===== config.mk =====
export PLATFORM = sky130hd
export DESIGN_NAME = flk_detector
export DESIGN_NICKNAME = d
export VERILOG_FILES = /design/src/rtl/flk_pkg.sv /design/src/rtl/flk_mag.sv /design/src/rtl/flk_qcompare.sv /design/src/rtl/flk_accum.sv /design/src/rtl/flk_detector.sv
export SDC_FILE = /design/constraint.sdc
export NUM_CORES = 1
export LEC_CHECK = 0
export BUFFER_PORTS_ARGS = -buffer_cell sky130_fd_sc_hd__buf_2
export CAP_MARGIN = 20
export CORE_ASPECT_RATIO = 1.1
export CORE_MARGIN = 2
export CORE_UTILIZATION = 55
export CTS_CLUSTER_DIAMETER = 150
export CTS_CLUSTER_SIZE = 30
export DETAILED_ROUTE_END_ITERATION = 6
export PLACE_DENSITY_LB_ADDON = 0.3
export SYNTH_ARGS = -nofsm -noshare
export SYNTH_HDL_FRONTEND = slang
export SYNTH_SLANG_ARGS = --single-unit
export TNS_END_PERCENT = 30

===== constraint.sdc =====
create_clock -name clk -period 9.7 [get_ports clk]
set_input_delay 0 -clock clk [delete_from_list [all_inputs] [get_ports clk]]
set_output_delay 0 -clock clk [all_outputs]
set_load 0.02 [all_outputs]

===== src/rtl/flk_pkg.sv =====
package flk_pkg;

    // Accumulator source select encoding
    typedef enum logic {
        FLK_SRC_CMP  = 1'b0,
        FLK_SRC_FREQ = 1'b1
    } flk_src_e;

    function automatic int flk_max(input int a, input int b);
        return (a > b) ? a : b;
    endfunction

endpackage


===== src/rtl/flk_mag.sv =====
// Two's-complement magnitude, one bit wider than the input so the most
// negative code is represented exactly.
module flk_mag #(
    parameter int W = 16
) (
    input  logic [W-1:0] din,
    output logic [W:0]   mag
);
    logic [W:0] ext;

    always_comb begin
        ext = {din[W-1], din};
        if (din[W-1]) begin
            mag = ~ext + 1'b1;
        end else begin
            mag = ext;
        end
    end
endmodule


===== src/rtl/flk_qcompare.sv =====
// Captures the half-symbol integral on mid_bit and compares magnitudes on end_bit.
module flk_qcompare #(
    parameter int Q_W = 16
) (
    input  logic           clk,
    input  logic           rst_n,
    input  logic           mid_bit,
    input  logic           end_bit,
    input  logic [Q_W-1:0] q_full,
    input  logic [Q_W-1:0] q_half,
    output logic           hit
);
    typedef struct packed {
        logic [Q_W-1:0] half;
    } cmp_state_t;

    cmp_state_t st_d, st_q;
    logic [Q_W:0] full_mag;
    logic [Q_W:0] half_mag;

    flk_mag #(.W(Q_W)) u_full_mag (.din(q_full),  .mag(full_mag));
    flk_mag #(.W(Q_W)) u_half_mag (.din(st_q.half), .mag(half_mag));

    always_comb begin
        st_d = st_q;
        if (mid_bit) begin
            st_d.half = q_half;
        end
        hit = end_bit && (full_mag < half_mag);
    end

    always_ff @(posedge clk) begin
        if (!rst_n) begin
            st_q <= '0;
        end else begin
            st_q <= st_d;
        end
    end

    // captured half value changes only on a mid-bit strobe
    p_half_capture_r6: assert property (@(posedge clk) disable iff (!rst_n)
        !mid_bit |=> $stable(st_q.half));

    // no event is reported outside an end-bit cycle
    p_hit_gated_r4: assert property (@(posedge clk) disable iff (!rst_n)
        !end_bit |-> !hit);
endmodule


===== src/rtl/flk_accum.sv =====
// Preloadable accumulator with sticky carry-out flag.
module flk_accum #(
    parameter int ACC_W  = 10,
    parameter int STEP_W = 13
) (
    input  logic              clk,
    input  logic              rst_n,
    input  logic              load,
    input  logic [ACC_W-1:0]  preload,
    input  logic              step_en,
    input  logic [STEP_W-1:0] step,
    output logic [ACC_W-1:0]  count,
    output logic              rollover
);
    import flk_pkg::*;

    localparam int SUM_W = flk_max(ACC_W, STEP_W) + 1;

    typedef struct packed {
        logic [ACC_W-1:0] acc;
        logic             roll;
    } acc_state_t;

    acc_state_t   st_d, st_q;
    logic [SUM_W-1:0] sum;
    logic             carry;

    always_comb begin
        st_d  = st_q;
        sum   = {{(SUM_W-ACC_W){1'b0}}, st_q.acc} + {{(SUM_W-STEP_W){1'b0}}, step};
        carry = |sum[SUM_W-1:ACC_W];
        if (load) begin
            st_d.acc  = preload;
            st_d.roll = 1'b0;
        end else if (step_en) begin
            st_d.acc  = sum[ACC_W-1:0];
            st_d.roll = st_q.roll | carry;
        end
    end

    always_ff @(posedge clk) begin
        if (!rst_n) begin
            st_q <= '0;
        end else begin
            st_q <= st_d;
        end
    end

    assign count    = st_q.acc;
    assign rollover = st_q.roll;

    // load takes the preload and clears the flag
    p_reload_r2: assert property (@(posedge clk) disable iff (!rst_n)
        load |=> (count == $past(preload)) && !rollover);

    // idle cycles keep state
    p_idle_hold_r8: assert property (@(posedge clk) disable iff (!rst_n)
        (!load && !step_en) |=> $stable(count) && $stable(rollover));

    // flag is sticky until a load
    p_sticky_r9: assert property (@(posedge clk) disable iff (!rst_n)
        (rollover && !load) |=> rollover);
endmodule


===== src/rtl/flk_detector.sv =====
module flk_detector #(
    parameter int Q_W   = 16,
    parameter int F_W   = 12,
    parameter int ACC_W = 10
) (
    input  logic             clk,
    input  logic             rst_n,
    input  logic [Q_W-1:0]   q_full,
    input  logic [Q_W-1:0]   q_half,
    input  logic             end_bit,
    input  logic             mid_bit,
    input  logic             src_freq,
    input  logic [F_W-1:0]   freq_err,
    input  logic [ACC_W-1:0] preload,
    input  logic             period_start,
    output logic [ACC_W-1:0] count,
    output logic             rollover
);
    import flk_pkg::*;

    localparam int STEP_W = F_W + 1;

    flk_src_e         src;
    logic             hit;
    logic [F_W:0]     ferr_mag;
    logic [STEP_W-1:0] step;
    logic             step_en;

    flk_qcompare #(.Q_W(Q_W)) u_cmp (
        .clk     (clk),
        .rst_n   (rst_n),
        .mid_bit (mid_bit),
        .end_bit (end_bit),
        .q_full  (q_full),
        .q_half  (q_half),
        .hit     (hit)
    );

    flk_mag #(.W(F_W)) u_ferr_mag (.din(freq_err), .mag(ferr_mag));

    always_comb begin
        src = flk_src_e'(src_freq);
        if (src == FLK_SRC_FREQ) begin
            step    = ferr_mag;
            step_en = end_bit;
        end else begin
            step    = {{(STEP_W-1){1'b0}}, 1'b1};
            step_en = hit;
        end
    end

    flk_accum #(.ACC_W(ACC_W), .STEP_W(STEP_W)) u_acc (
        .clk      (clk),
        .rst_n    (rst_n),
        .load     (period_start),
        .preload  (preload),
        .step_en  (step_en),
        .step     (step),
        .count    (count),
        .rollover (rollover)
    );

    // count mode moves the accumulator by at most one per end-bit
    p_count_step_r3: assert property (@(posedge clk) disable iff (!rst_n)
        (!period_start && end_bit && !src_freq) |=>
            (count == $past(count) + 1'b1) || (count == $past(count)));

    // boundary wins over a simultaneous end-bit
    p_load_wins_r10: assert property (@(posedge clk) disable iff (!rst_n)
        (period_start && end_bit) |=> count == $past(preload));
endmodule


# After elaboration in Yosys (flattened, before gate mapping)
# Cells that the tools add are included.
# Widths: inputs -> output; s select.
# totals
reg_bits	27
in_bits	60
out_inout_bits	11
word_cells	24
# op_classes
n_addsub	4
n_lt_le_gt_ge	1
mux	7
n_bitwise	5
reduce_logical	4
# ops
cell	count
$add 17x1->17 const B	2
$mux 17	2
$not 17->17	2
$mux 13	2
$mux 11	2
$lt 17x17->1	1
$add 10x13->14	1
$add 13x1->13 const B	1
$not 13->13	1
$reduce_or 4->1	1
$reduce_bool 2->1	1
$reduce_or 2->1	1
$logic_and 1x1->1	1
$mux 1	1
$not 1->1	1
$or 1x1->1	1

# Logic depth before layout (Yosys ltp)
# Gate-level depths: netlist of run 1.
# logic_depth
word_depth	9
ltp_mapped	14

# Cells and area by module
# A second synthesis of run 1 with hierarchy kept.
# hier_totals
cells_unflattened	380
area_unflattened_um2	3098.0
# by_module_without_submodules
mod	instances	cells_per_inst	area_per_inst_um2	seq_area_each_um2
flk_accum	1	128	1034.7	220.2
flk_qcompare	1	108	1021.0	320.3
flk_mag at u_cmp.u_full_mag ...	2	46	345.3	0.0
flk_mag at u_ferr_mag	1	37	251.5	0.0
flk_detector	1	15	100.1	0.0

# Worst setup path after synthesis of run 1
# Ideal clock, no wire load.
# synth_timing
kind	register to register
from	reg u_cmp.st_q[5] (netlist name)
to	reg u_acc.st_q (netlist bit u_acc.count[7])
arrival_time_ns	3.527
required_ns	9.578
slack_ns	6.051
path_stages_with_launch	12
n_path_buf	1
path_cell_list	dfxtp_1 > or4_1 > or2_1 > or3_4 > or4b_1 > ha_1 > nand4_1 > a211o_1 > a31oi_1 > clkbuf_1 > nor4_1 > a311o_1
# synth_between
elab_chain_cells	7
# synth_rtl
item	line_no	rtl
start, declared	flk_qcompare.sv:17	cmp_state_t st_d, st_q;
start signal, assigned	flk_qcompare.sv:36	st_q <= st_d;
$not 17->17	flk_mag.sv:14	mag = ~ext + 1'b1;
$add 17x1->17	flk_mag.sv:14	
$mux 17 *	flk_mag.sv:13	if (din[W-1]) begin
$lt 17x17->1 *	flk_qcompare.sv:29	hit = end_bit && (full_mag < half_mag);
$logic_and 1x1->1 *	flk_qcompare.sv:29	
$mux 1 *	flk_detector.sv:43	if (src == FLK_SRC_FREQ) begin
$reduce_bool 2->1 (no line) *	--	
end signal, assigned	flk_accum.sv:45	st_q <= st_d;
end, declared	flk_accum.sv:24	acc_state_t st_d, st_q;
# Every way passes the cells marked *; elsewhere a longest branch is shown, timed or not.
# A chain may end at the register's enable or synchronous reset.

# Final worst setup path of run 1
# layout_timing
from	reg u_cmp.st_q[5] (netlist name)
to	reg u_acc.st_q (netlist bit u_acc.count[1])
# The elaborated chain is that of the path after synthesis.

==> flow_summary.toml, run 1 <==
[outcome]
status = "complete, no violations"

[clocking]
cts_tree = "built"
clock_path_buffers = 2
postCtsSetupBuffers = 0
cts_made_buffers = 3
h-tree-depth = 1
cts_sinks = 27
cts_root_buf = "clkbuf_8"
clkLatencyLatePin_ns = 0.29
cts.clk_slew.worst_paths_ns = 0.10

[place]
hpwl_mm = 5.39
dp_worst_setup_slack_ns = 5.75
place_congestion = 0.870
io_buffers = 70
postPlaceCellArea_mm2 = 0.00313
dp_cells = 465

[floorplanning]
core_mm2 = 0.00493
die_x_um = 71.5
die_area_mm2 = 0.00559
io_pins = 71
die_y_um = 78.2
rows = 27
start_util_pct = 55.9

[synthesis]
syn_area_mm2 = 0.00276
synth_warnings = 0
syn_area_per_cell_um2 = 7.87
async_flop_share_pct = 0
synth_cells = 350
yosysUniqueCellTypes = 50
yosysSeqAreaShare_pct = 19.6
synth_fp_nets = 440
synthFlopType = "dfxtp_1"
yosys_register_bits = 27
synth_edf_count = 0

[worst_setup_path]
crit_arrival_ns = 4.04
endpoint_kind = "register"
critPathMaxFanout = 10
crit_family = "simple AND/OR/NAND/NOR gates"
reg2reg_to = "u_acc.count[1]"
crit_required_ns = 9.90
cp_num_buf_inv = 1
slowest_delay_ns = 0.55
cp-start-kind = "register"
r2r_cells = 11
path_class = "reg2reg"
r2r_start = "u_cmp.st_q[5]"
r2r_slack_ns = 5.86
crit_start = "u_cmp.st_q[5]"
cp_slowest_cell = "or4_1"
path_cells = "or4_1 -> or2_1 -> or3_4 -> or4b_1 -> ha_1 -> nand4_1 -> a211o_1 -> a31oi_1 -> buf_4 -> nor4_1 -> a211oi_1"

[power]
max-vdd-ir-drop_mv = 0.0707
p_leak_nw = 1.54
p_per_area_mw_per_mm2 = 102
p_total_mw = 0.346

[cells_and_area]
syn_to_final_growth_pct = 23.4
diodes = 0
final-seq-area_um2 = 541
fin_cells = 491
nNetsFinal = 524
final_common_cell = "buf_2"
final_cell_area_mm2 = 0.00340
fillers = 425
drive_above_1_share_pct = 18.5
final_cell_mix = "buf_2, nand2_1, ha_1"
multi_input_area_mm2 = 0.00212

[flow_run]
cap_violations = 0

[worst_hold_path]
min_to = "u_acc.count[0]"
min-delay-start = "preload[0]"
min_delay_path_depth = 3
min_path_type = "in2reg"

[grt]
antenna_found_initial = 0
grt_usage_pct = 25.6
grt_pass1_vias = 2743
grt_max_degree = 21
grt-ovfl-total = 0
grt_pass1_wl_mm = 11.9

[sta]
tns_ns = 0
setup_ws_ns = 5.86
fin_crit_sh_pct = 39.6
hold_violations = 0
slew_headroom_pct = 59.2
max_freq_mhz = 260
setup_viol = 0
skew_ns = 0.00827
tightest_slew_ns = 0.612
finalMaxSlewViolations = 0
rsz0062_at_grt = "no"
layout_min_cycle_time_ns = 3.84

[drt]
wl_mm = 7.01
via_per_inst = 5.80
first_pass_iters = 5
drc = 0
wl_per_cell_um = 14.3
num_vias = 2850
drt_iter0_markers = 110
postRouteAntennaNets = 0
state kept, by name (all words and copies together) (netlist names):
register	count
u_acc.count	10
u_acc.rollover	1
u_cmp.st_q	16
worst register-to-register path: cells and delay by family (launching register included):
family	cells	cell delay, ns
simple gates	6	1.83
compound gates	3	0.94
flops	1	0.38
fa+ha+maj	1	0.33
buf+inv	1	0.27
power by group:
part	switching [mW]	internal (mW)
Sequential	0.00967	0.119
Combinational	0.0786	0.0692
Clock	0.0395	0.0303
cell type report:
| type | count | area share, % |
|---|---|---|
| inverter | 12 | 1.32 |
| multi-input combinational | 297 | 62.3 |
| clock buffer | 3 | 1.21 |
| tap | 58 | 2.13 |
| timing repair buffer | 93 | 16.9 |
| clock inverter | 1 | 0.258 |
| sequential | 27 | 15.9 |
layer usage:
layer	vias up	share of wire, %	global-route usage [%]
li1	1460	-	-
met1	1303	43	30.4
met2	72	51	47.4
met3	15	3.7	1.93
met4	0	2.5	9.43
met5	-	0	0
cell usage after synthesis, types with 8 or more instances:
master,number,area [um2]
mux2i_1,19,190
nor3_1,8,40.0
dfxtp_1,27,541
nand2_1,31,116
clkbuf_1,14,52.6
nor2_1,26,97.6
nand3_1,12,60.1
inv_1,11,41.3
o21ai_0,17,85.1
o31ai_1,11,82.6
xnor2_1,23,201
a21oi_1,11,55.1
xor2_1,15,131
ha_1,29,363
worst max path at each step:
stage                endpoint  slack [ns]  depth (start not counted)
2_1_floorplan  u_acc.count[7]        6.05                         11
3_3_place_gp   u_acc.count[8]        5.55                         10
3_5_place_dp   u_acc.count[7]        5.75                         11
4_1_cts        u_acc.count[7]        5.72                         11
5_1_grt        u_acc.count[1]        5.63                         11
6_report       u_acc.count[1]        5.86                         11
repair_timing:
item / 4_1_cts / 5_1_grt
gates resized for setup: 0 / 0
endpoints found under the hold margin: 21 / 0
hold buffers: 21 / 0
cells by family after synthesis:
| family | after synthesis | synth area share, % |
|---|---|---|
| compound gates | 82 | 20.4 |
| flops | 27 | 19.6 |
| xor+xnor | 38 | 12.1 |
| mux | 19 | 6.90 |
| buf+inv | 26 | 3.54 |
| simple gates | 126 | 23.3 |
| other cells | 2 | 0.273 |
| fa+ha+maj | 30 | 13.9 |
through the flow:
| step | hold slack (ns) | utilization, % |
|---|---|---|
| 2_1_floorplan | 0.147 | - |
| 3_3_place_gp | 0.234 | 63.4 |
| 3_5_place_dp | 0.241 | 63.5 |
| 4_1_cts | 0.0281 | 68.8 |
| 5_1_grt | 0.0504 | 68.9 |
| 6_report | 0.0296 | 68.9 |
No activity file was read; power rests on OpenSTA's default activity.
==> inputs of run 2 (changes only) <==
- ABC_AREA: default -> 1
- clock period: 9.7 -> 3.7 ns (I/O delays scaled with it)
==> flow_summary.toml, run 2 <==
[drt]
wl_per_cell_um = 11.6
wl_mm = 7.55
via_per_inst = 5.03
num_vias = 3262
first_pass_iters = 4
postRouteAntennaNets = 0
drc = 0
drt_iter0_markers = 138

[grt]
grt_pass1_vias = 2828
grt-ovfl-total = 0
busiest_layer = "met2"
grt_usage_pct = 25.1
antenna_found_initial = 0
use_met2_pct = 40.7
grt_max_degree = 24
grtUsageMet1_pct = 36.6
met3_usage_pct = 1.46
grt_pass1_wl_mm = 12.3

[synthesis]
async_flop_share_pct = 0
synthFlopType = "dfxtp_1"
ys_top_cells_by_area = "dfxtp_1, nand2_1, ha_1"
yosysUniqueCellTypes = 35
synth_warnings = 0
yosysMostFrequentCell = "nand2_1"
synth_top_cell_area_share_pct = 17.7
yosysTopAreaCell = "dfxtp_1"
syn_area_per_cell_um2 = 6.10
synth_cells = 501
yosys_register_bits = 27
synthTopCellsByCount = "nand2_1, nor2_1, inv_1"
yosysSeqAreaShare_pct = 17.7
syn_area_mm2 = 0.00305
synth_fp_nets = 591
synth_edf_count = 0

[place]
place_congestion = 0.915
io_buffers = 70
dp_worst_setup_slack_ns = 0.709
hpwl_mm = 6.11

[power]
p_total_mw = 0.936
p_leak_nw = 1.93
max-vdd-ir-drop_mv = 0.275
p_per_area_mw_per_mm2 = 262

[floorplanning]
die_y_um = 82.2
die_area_mm2 = 0.00617
start_util_pct = 57.0
io_pins = 71
core_mm2 = 0.00536
die_x_um = 75.1
rows = 28

[cells_and_area]
final_common_cell = "nand2_1"
top_register = "u_cmp.st_q"
final_cell_mix = "nand2_1, nor2_1, buf_2"
syn_to_final_growth_pct = 17.1
drive_above_1_share_pct = 16.8
diodes = 0
largest_reg_flops = 16
nNetsFinal = 664

[flow_run]
cap_violations = 0

[sta]
fin_crit_sh_pct = 81.5
slew_headroom_pct = 58.9
tightest_slew_ns = 0.613
max_freq_mhz = 332
setup_viol = 0
tns_ns = 0
layout_min_cycle_time_ns = 3.02
hold_violations = 0
setup_ws_ns = 0.684
finalMaxSlewViolations = 0
skew_ns = 0.00368
rsz0062_at_grt = "no"

[worst_hold_path]
min_path_type = "in2reg"

[clocking]
clock_path_buffers = 2
h-tree-depth = 1
cts_made_buffers = 3
cts_resized = 0
cts.clk_slew.worst_paths_ns = 0.10
cts_root_buf = "clkbuf_8"
cts_sinks = 27
clkLatencyLatePin_ns = 0.28
postCtsSetupBuffers = 0
cts_tree = "built"

[worst_setup_path]
crit_arrival_ns = 3.20
crit_top_cell = "nor2_1"
endpoint_kind = "register"
path_class = "reg2reg"
cp_num_buf_inv = 3
crit_family = "simple AND/OR/NAND/NOR gates"
cp_slowest_cell = "dfxtp_1"
cp-start-kind = "register"
crit_required_ns = 3.88
path_cells = "inv_1 -> ha_1 -> inv_1 -> nor2_1 -> inv_1 -> nor2_1 -> nand3_1 -> o41ai_2 -> xor2_1 -> ha_1 -> nand2_1 -> nand2_1 -> nand3_1 -> nand2_1 -> a21oi_1 -> nand3_2 -> nand2_4 -> nand2_4 -> nand2_1 -> nor2_1 -> nor2_1 -> nor2_1"
slowest_delay_ns = 0.31
critPathMaxFanout = 11

[outcome]
status = "complete, no violations"
[run 2: area by class of cell]
class	instances	area [um2]
Multi-Input combinational cell	393	2180
Inverter	68	255
Timing Repair Buffer	81	460
Clock buffer	3	41.3
Fill cell	506	1780
Sequential cell	27	541
Clock inverter	1	8.76
Tap cell	75	93.8
[run 2: worst min-delay path, cell delays in order]
cell and delay [ns]:
buf_2 0.07, o21ai_0 0.08, a21oi_1 0.11
[run 2: where the power goes]
group	total, mW	switching (mW)	internal [mW]	leakage [nW]
combinational	0.419	0.253	0.165	1.68
sequential	0.337	0.0252	0.312	0.224
clock	0.180	0.101	0.0793	0.0261
[run 2: worst paths after layout]
path | from | endpoint | slack, ns | depth (start not counted)
worst max-delay path | u_cmp.st_q[1] | u_acc.count[9] | 0.68 | 22
worst max register to register | u_cmp.st_q[1] | u_acc.count[9] | 0.68 | 22
worst min register to register | u_acc.rollover | u_acc.rollover | 0.46 | 2
worst min-delay path | q_half[5] | u_cmp.st_q[5] | 0.01 | 3
[run 2: timing repair]
item	4_1_cts	5_1_grt
hold buffers	11	0
hold endpoints to repair	11	0
endpoints found under the setup margin	0	0
[run 2: kinds of logic after synthesis]
group	synth area share, %
adders and majority gates	12.5
and+or+nand+nor	36.3
buffers and inverters	11.1
DFF	17.7
AOI/OAI and AO/OA	14.7
xor gates and xnor gates	7.46
other	0.246
[run 2: stage by stage]
step,instances,util (%),cell area (um2),hold WS (ns)
floorplan,501,-,3050,0.135
global route,648,66.7,3580,0.0676
finish,648,66.7,3580,0.0103
CTS,648,66.7,3580,0.0164
global placement,633,63.7,3420,0.222
detailed placement,633,63.7,3420,0.225
[run 2: layer usage]
metal  vias up  routed length (um)
li1       1749                   -
met3         7                 332
met2        91                3420
met1      1415                3720
met4         0                  76
met5         -                   0
==> inputs of run 3 (changes only) <==
- CORE_UTILIZATION: 55 -> 50
- clock period: 3.7 -> 2.73 ns (I/O delays scaled with it)
==> flow_summary.toml, run 3 (synthesis gave the netlist of run 2 again) <==
[outcome]
status = "finished, violations left"
violations = "negative setup slack"

[place]
hpwl_mm = 6.25
dp_worst_setup_slack_ns = -0.200
io_buffers = 70
place_congestion = 0.924

[drt]
wl_mm = 8.06
drt_iter0_markers = 107
via_per_inst = 5.08
drc = 0
wl_per_cell_um = 12.1
first_pass_iters = 5
num_vias = 3374
postRouteAntennaNets = 0

[floorplanning]
die_x_um = 78.5
die_area_mm2 = 0.00675
die_y_um = 86.0
core_mm2 = 0.00584
io_pins = 71
rows = 29
start_util_pct = 52.3

[sta]
layout_min_cycle_time_ns = 2.98
slew_headroom_pct = 53.1
fin_crit_sh_pct = 109
max_freq_mhz = 335
rsz0062_at_grt = "yes"
setup_viol = 11
setup_ws_ns = -0.251
finalMaxSlewViolations = 0
skew_ns = 0.00777
tightest_slew_ns = 0.699
worst_hold_slack_ns = 0.0164
hold_violations = 0

[worst_setup_path]
path_cells = "inv_2 -> ha_4 -> inv_2 -> nor2_4 -> inv_2 -> nor2_4 -> nand3_2 -> o41ai_2 -> xor2_1 -> ha_1 -> nand2_1 -> nor2_2 -> and2_4 -> nand2_1 -> nand3_2 -> nand2_4 -> buf_6 -> nand3_2 -> nand2_2 -> inv_2 -> a21oi_2"
slowest_delay_ns = 0.33
cp_slowest_cell = "dfxtp_2"
r2r_cells = 21
r2r_start = "u_cmp.st_q[1]"
crit_arrival_ns = 3.19
critPathMaxFanout = 5
reg2reg_to = "u_acc.count[6]"
crit_top_cell = "inv_2"
cp-start-kind = "register"
endpoint_kind = "register"
path_class = "reg2reg"
r2r_slack_ns = -0.25
crit_required_ns = 2.94

[power]
max-vdd-ir-drop_mv = 0.347
p_leak_nw = 2.02
p_per_area_mw_per_mm2 = 348

[clocking]
clock_path_buffers = 2
clkLatencyLatePin_ns = 0.27
cts.clk_slew.worst_paths_ns = 0.09
cts_sinks = 27
cts_root_buf = "clkbuf_8"
cts_made_buffers = 3
cts_tree = "built"
h-tree-depth = 1

[cells_and_area]
syn_to_final_growth_pct = 26.3
nNetsFinal = 678
largest_reg_flops = 16
diodes = 0
drive_above_1_share_pct = 24.0
final_common_cell = "nand2_1"
fillers = 515
top_register = "u_cmp.st_q"
final_cell_mix = "nand2_1, nor2_1, buf_2"

[grt]
grt_max_degree = 24
antenna_found_initial = 0
grt_pass1_wl_mm = 13.2
grt_pass1_vias = 3032
grt-ovfl-total = 0
grt_usage_pct = 23.4

[worst_hold_path]
min_path_type = "in2reg"
min_delay_path_depth = 3
min_to = "u_cmp.st_q[2]"
min-delay-start = "q_half[2]"

[flow_run]
cap_violations = 0
==> run 3: cell types whose count changed in the layout (fill, tap and decap cells not counted), sizes merged <==
cell,previous run,this run
buf,70,86
clkbuf,3,4
dlygate4sd3,11,9
inv,67,66
==> run 3: how the worst max path moves through the flow <==
stage                        from              to  slack [ns]  cells past startpoint
finish              u_cmp.st_q[1]  u_acc.count[6]       -0.25                     21
global route        u_cmp.st_q[1]  u_acc.count[6]       -0.43                     20
CTS                 u_cmp.st_q[1]  u_acc.count[1]       -0.04                     20
detailed placement  u_cmp.st_q[0]  u_acc.count[8]       -0.20                     21
global placement    u_cmp.st_q[0]  u_acc.count[8]       -0.08                     21
floorplan           u_cmp.st_q[1]  u_acc.count[3]        0.11                     21
==> run 3: cell type report <==
class / instances / area (um2) / area share (%)
flip-flops and latches: 27 / 543 / 14.1
multi-input cells: 393 / 2310 / 60.0
well taps: 77 / 96.3 / 2.50
clock buffers: 4 / 45.0 / 1.17
inverters: 68 / 255 / 6.61
repair buffers: 95 / 604 / 15.7
==> run 3: stage by stage <==
stage | instances | area, um2 | utilization [%] | power [mW] | TNS [ns]
final | 664 | 3860 | 66.1 | 1.34 | -2.27
after global placement | 646 | 3530 | 60.4 | 1.02 | -0.781
after floorplan | 501 | 3050 | - | 0.867 | 0
after global routing | 664 | 3860 | 66.1 | 1.46 | -4.13
after detailed placement | 646 | 3530 | 60.4 | 1.04 | -2.05
after CTS | 663 | 3720 | 63.7 | 1.29 | -0.230
==> run 3: what timing repair did <==
item                                    CTS  global route
endpoints found under the setup margin   11            11
pin swaps                                 1            23
buffers inserted                          4             1
resized for setup                         9            35
hold endpoints to repair                  9             0
hold buffers                              9             0
==> run 3: report_power, final <==
part	internal (mW)	leakage [nW]	switching, mW
Sequential	0.424	0.225	0.0331
Clock	0.105	0.0228	0.124
Combinational	0.276	1.78	0.383
Total	0.804	2.02	0.540
==> run 3: routing by layer <==
metal | up-vias | track usage, % | share of wire (%)
li1 | 1782 | - | -
met1 | 1508 | 33.3 | 48
met2 | 72 | 38.9 | 47
met3 | 12 | 1.68 | 3.5
met4 | 0 | 4.78 | 1.4
met5 | - | 0 | 0
==> run 3: critical path: cells and delay by family (launching register included) <==
| family | cells | cell delay (ns) |
|---|---|---|
| AOI/OAI and AO/OA | 2 | 0.44 |
| xor gates and xnor gates | 1 | 0.24 |
| buffers and inverters | 5 | 0.34 |
| DFF | 1 | 0.33 |
| and+or+nand+nor | 11 | 1.15 |
| adders and majority gates | 2 | 0.41 |
